<file path="config.mk">
export PLATFORM = sky130hd
export DESIGN_NAME = sram_mdl_decode
export DESIGN_NICKNAME = d
export VERILOG_FILES = /design/src/rtl/sram_mdl_pkg.sv /design/src/rtl/sram_mdl_decode.sv
export SDC_FILE = /design/constraint.sdc
export NUM_CORES = 1
export LEC_CHECK = 0
export BUFFER_PORTS_ARGS = -buffer_cell sky130_fd_sc_hd__clkbuf_2
export CAP_MARGIN = 15
export CORE_MARGIN = 2
export CORE_UTILIZATION = 44
export DETAILED_ROUTE_END_ITERATION = 12
export PLACE_DENSITY_LB_ADDON = 0.12
export SETUP_SLACK_MARGIN = 0.4
export SYNTH_ARGS = -nofsm -noshare
export SYNTH_HDL_FRONTEND = slang
export SYNTH_SLANG_ARGS = --single-unit
</file>
<file path="constraint.sdc">
create_clock -name clk -period 2.2 [get_ports clk]
set_input_delay 0.66 -clock clk [delete_from_list [all_inputs] [get_ports clk]]
set_output_delay 0.66 -clock clk [all_outputs]
set_load 0.02 [all_outputs]
</file>
<file path="src/rtl/sram_mdl_pkg.sv">
package sram_mdl_pkg;
  typedef enum logic [1:0] {
    MD_DESEL    = 2'd0,
    MD_DISABLED = 2'd1,
    MD_READ     = 2'd2,
    MD_WRITE    = 2'd3
  } mode_e;
endpackage

</file>
<file path="src/rtl/sram_mdl_decode.sv">
module sram_mdl_decode
  import sram_mdl_pkg::*;
#(
  parameter int ADDR_W = 8,
  parameter int DATA_W = 8
) (
  input  logic              clk,
  input  logic              rst_n,
  input  logic [ADDR_W-1:0] addr_i,
  input  logic [DATA_W-1:0] din_i,
  input  logic              cs_n_i,
  input  logic              ce_i,
  input  logic              we_n_i,
  output mode_e             mode_o,
  output logic              commit_o,
  output logic [ADDR_W-1:0] commit_addr_o,
  output logic [DATA_W-1:0] commit_data_o,
  output logic              err_o
);
  logic              open_q, open_d;
  logic [ADDR_W-1:0] addr_q, addr_d;
  logic [DATA_W-1:0] data_q, data_d;
  logic              err_q, err_d;
  logic              wr_open;

  // mode priority: select, then enable, then write strobe
  always_comb begin
    if (cs_n_i)      mode_o = MD_DESEL;
    else if (!ce_i)  mode_o = MD_DISABLED;
    else if (!we_n_i) mode_o = MD_WRITE;
    else             mode_o = MD_READ;
  end

  assign wr_open = (mode_o == MD_WRITE);

  always_comb begin
    open_d = wr_open;
    addr_d = addr_q;
    data_d = data_q;
    if (wr_open) begin
      addr_d = addr_i;
      data_d = din_i;
    end
    err_d = err_q | (wr_open & open_q & (addr_i != addr_q));
  end

  always_ff @(posedge clk or negedge rst_n) begin
    if (!rst_n) begin
      open_q <= 1'b0;
      addr_q <= '0;
      data_q <= '0;
      err_q  <= 1'b0;
    end else begin
      open_q <= open_d;
      addr_q <= addr_d;
      data_q <= data_d;
      err_q  <= err_d;
    end
  end

  assign commit_o      = open_q & ~wr_open;
  assign commit_addr_o = addr_q;
  assign commit_data_o = data_q;
  assign err_o         = err_q;
endmodule

</file>
### After elaboration in Yosys (flattened, before gate mapping)

Index checks and enable logic that the tools add are counted.

| cells by class | value |
|---|---|
| bitwise logic cells | 5 |
| mux-type cells | 3 |
| eq/ne operators | 2 |

Operator list:

| operator | number |
|---|---|
| 8-bit inequality test | 1 |
| 2-bit 2-to-1 mux | 2 |
| 1-bit AND | 3 |
| 2-bit == test, second input constant | 1 |
| 1-bit 2-to-1 mux | 1 |
| 1-bit NOT | 1 |
| 1-bit OR | 1 |

| word-level totals | value |
|---|---|
| output and inout bits | 20 |
| register bits after elaboration | 18 |

### Logic depth before layout (Yosys ltp)

| logic depth | value |
|---|---|
| depth in word-level cells | 7 |
| depth in mapped cells | 5 |

### Worst setup path after synthesis

OpenSTA, ideal clock, no wires.

| timing path | value |
|---|---|
| path kind | input-to-output |
| from | input ce_i |
| to | output commit_o |
| path buffers | 2 |
| required time | 1.540 ns |
| arrival time | 1.545 ns |
| cell stages on the path | 5 |
| setup slack | -0.005 ns |
| cells stage by stage | nor2b_4 > nor2b_4 > buf_6 > buf_12 > and2b_2 |

| on the way | value |
|---|---|
| cells in the longest elaborated chain, start to end | 5 |

Ends and longest elaborated chain:

| what | line | text |
|---|---|---|
| from (decl) | sram_mdl_decode.sv:12 | `input logic ce_i,` |
| 2-bit 2-to-1 mux | sram_mdl_decode.sv:29 | `else if (!ce_i) mode_o = MD_DISABLED;` |
| 2-bit 2-to-1 mux | sram_mdl_decode.sv:28 | `if (cs_n_i) mode_o = MD_DESEL;` |
| 2-bit == test | sram_mdl_decode.sv:34 | `assign wr_open = (mode_o == MD_WRITE);` |
| net open_d | sram_mdl_decode.sv:20 | `logic open_q, open_d;` |
| 1-bit NOT | sram_mdl_decode.sv:61 | `assign commit_o = open_q & ~wr_open;` |
| 1-bit AND | sram_mdl_decode.sv:61 |  |
| to (decl) | sram_mdl_decode.sv:15 | `output logic commit_o,` |

The timed path passes the listed nets, and every way through them passes these cells.

### Worst setup path after layout

| timing path | value |
|---|---|
| from | input cs_n_i |
| to | output commit_o |

| on the way | value |
|---|---|
| cells in the longest elaborated chain, start to end | 4 |

Ends and longest elaborated chain:

| what | line | text |
|---|---|---|
| from (decl) | sram_mdl_decode.sv:11 | `input logic cs_n_i,` |
| 2-bit 2-to-1 mux | sram_mdl_decode.sv:28 |  |
| 2-bit == test | sram_mdl_decode.sv:34 |  |
| 1-bit NOT | sram_mdl_decode.sv:61 |  |
| 1-bit AND | sram_mdl_decode.sv:61 |  |

No other way between the ends.

==> results.cfg <==
[status]
status = finished clean

[routing]
ant_nets = 0
drt_iter0_markers = 3
wire_per_inst_um = 11.9
drc = 0
drtPass1Iterations = 2
via_per_inst = 4.66
routed_wl_mm = 1.43
vias = 564

[sta]
fin_setup_tns_ps = 0
min_period_over_period = 0.919
setup_viol = 0
hold_viol = 0
finalCriticalPeriod_ps = 2020
fmax_mhz = 494
rsz0062_at_grt = true
setup_ws_ps = 177
finClkSkew_ps = 1.63
tightestPinTransition_ps = 453
finalMaxSlewViolations = 0
maxSlewHeadroom = 0.698

[yosys]
dominantRegCellSynth = dfrtp_1
yosys_warnings = 0
synth_area_leaders = dfrtp_1 55%, mux2_4 13%, mux2_2 12%
yosysMostFrequentCell = dfrtp_1
synth.cell_area_um2 = 825
synth_nets = 73
yosysSeqAreaShare = 0.546
yosysTopAreaCell = dfrtp_1
synth_edf_count = 0
synth.avg_cell_area_um2 = 15.9
synth_commonest_cells = 18 x dfrtp_1, 9 x mux2_2, 8 x xor2_1
yosysUniqueCellTypes = 12
syn_inst = 52
synth_top_cell_area_share = 0.546
async_reset_ff_frac = 1.00
yosys_register_bits = 18

[floorplanning]
ios = 41
die-area_um2 = 2240
die_y_um = 47.3
floorplan.rows = 15
initial_core_util = 0.472
dieWidth_um = 47.3
core_um2 = 1750

[placed_design]
port_buffers = 40
place_inst = 116
gp_congestion = 0.684
preCtsSetupSlack_ps = 147
dp_hpwl_mm = 1.07

[global_routing]
gr-total-overflow = 0
grt_max_degree = 19
grt_pass1_vias = 510
antenna_found_initial = 0
grtUsageTotal = 0.143
grt_pass1_wl_mm = 2.20

[final_layout]
final-seq-area_um2 = 450
antenna-diode-count = 0
final_core_util = 0.629
multiInputGateArea_um2 = 343
layout-drive-gt1-share = 0.688
final_nets = 118
layoutNonFillerInstCount = 121
fill_cells = 140
synthToLayoutAreaGrowth_pct = 33.2

[pwr]
p_leak_uw = 0.000562
finalPower_uw = 925
peakVddDrop_mv = 0.429
power_density_nw_per_um2 = 842

[setup_path]
regToRegStartpoint = commit_addr_o[6]$_DFFE_PN0N_
critical_path_class = primary input to output pin
critPathMaxStageDelay_ps = 220
required_ps = 1540
ff2ff_setup_slack_ps = 870
end_kind = output pin
critPathLaunch = cs_n_i
rr_worst_depth = 4
cp_cell_sequence = buf_8 > nor2b_4 > nor2b_4 > and2b_2 > buf_6
critPathSlowestCell = and2b_2
startpoint_type = primary input
path_max_fanout = 2
rr_endpoint = err_o$_DFF_PN0_
cpMostUsedCell = nor2b_4
crit_arrival_ps = 1360

[cts]
clk_latency_ps = 290
cts.sinks = 18
root_buffer = clkbuf_4
cts_tree = yes
htreeDepth = 1
ctsHoldBuffers = 0
cts_buffers = 3
clk_pin_slew_worst_paths_ps = 100
cts_buffer_depth = 2

[flow_run]
maxCapViolations = 0

[hold_path]
hold_path_class = primary input to asynchronous set/reset pin
[sequential cells by signal (all words and copies together) (netlist names)]
register / count
err_o: 1
commit_addr_o: 8
open_q: 1
commit_data_o: 8
[cells by family after synthesis]
family / Yosys count / share of synthesized area
DFF: 18 / 0.546
muxes: 16 / 0.250
xor gates and xnor gates: 8 / 0.0850
and+or+nand+nor: 6 / 0.0637
AOI/OAI and AO/OA: 2 / 0.0167
buffers and inverters: 2 / 0.0379
[timing repair]
item / CTS / global route
endpoints found under the setup margin: 1 / 1
cloned: 0 / 0
setup buffers: 0 / 1
gates resized for setup: 0 / 8
[power breakdown]
group,leakage (uW),switching [uW],internal [uW]
clock network,0.0000210,103,101
registers,0.000214,42.2,391
logic,0.000327,149,138
[worst max-delay path: cells and delay by family]
kind / cells / cell delay (ps)
AND/OR/NAND/NOR: 3 / 480
buffers and inverters: 2 / 230
[per-stage QoR]
step / cell area (um^2) / hold slack [ps]
global route: 1100 / 317
CTS: 1070 / 300
global placement: 1030 / 456
detailed placement: 1030 / 459
finish: 1100 / 292
floorplan: 825 / 364
[cells in the final DEF (no fill, tap or decap)]
cell type / synthesis / final
clkbuf_2: 0 / 37
dfrtp_1: 18 / 18
mux2_2: 9 / 9
xor2_1: 8 / 8
mux2_4: 7 / 7
clkbuf_4: 0 / 3
nor2b_4: 2 / 2
nor4_1: 2 / 2
buf_6: 1 / 2
buf_4: 0 / 2
a21oi_1: 1 / 1
nand2_1: 1 / 1
a31o_2: 1 / 1
and2b_2: 1 / 1
clkbuf_8: 0 / 1
buf_8: 0 / 1
[metal layers]
| metal | track usage | part of all wire |
|---|---|---|
| met5 | 0 | 0 |
| met4 | 0.0500 | 0 |
| met3 | 0.0423 | 0.078 |
| met2 | 0.216 | 0.44 |
| met1 | 0.193 | 0.48 |
[how the worst max path moves through the flow]
stage	to	cells past startpoint
floorplan	commit_o	5
CTS	commit_o	5
global placement	commit_o	5
global route	commit_o	5
finish	commit_o	5
detailed placement	commit_o	5
[layout make-up]
class / instances / share of cell area
sequential: 18 / 0.410
multi-input combinational: 32 / 0.312
clock buffer: 4 / 0.0330
timing repair buffer: 42 / 0.216
tap: 25 / 0.0285
(Power assumes the default switching activity.)
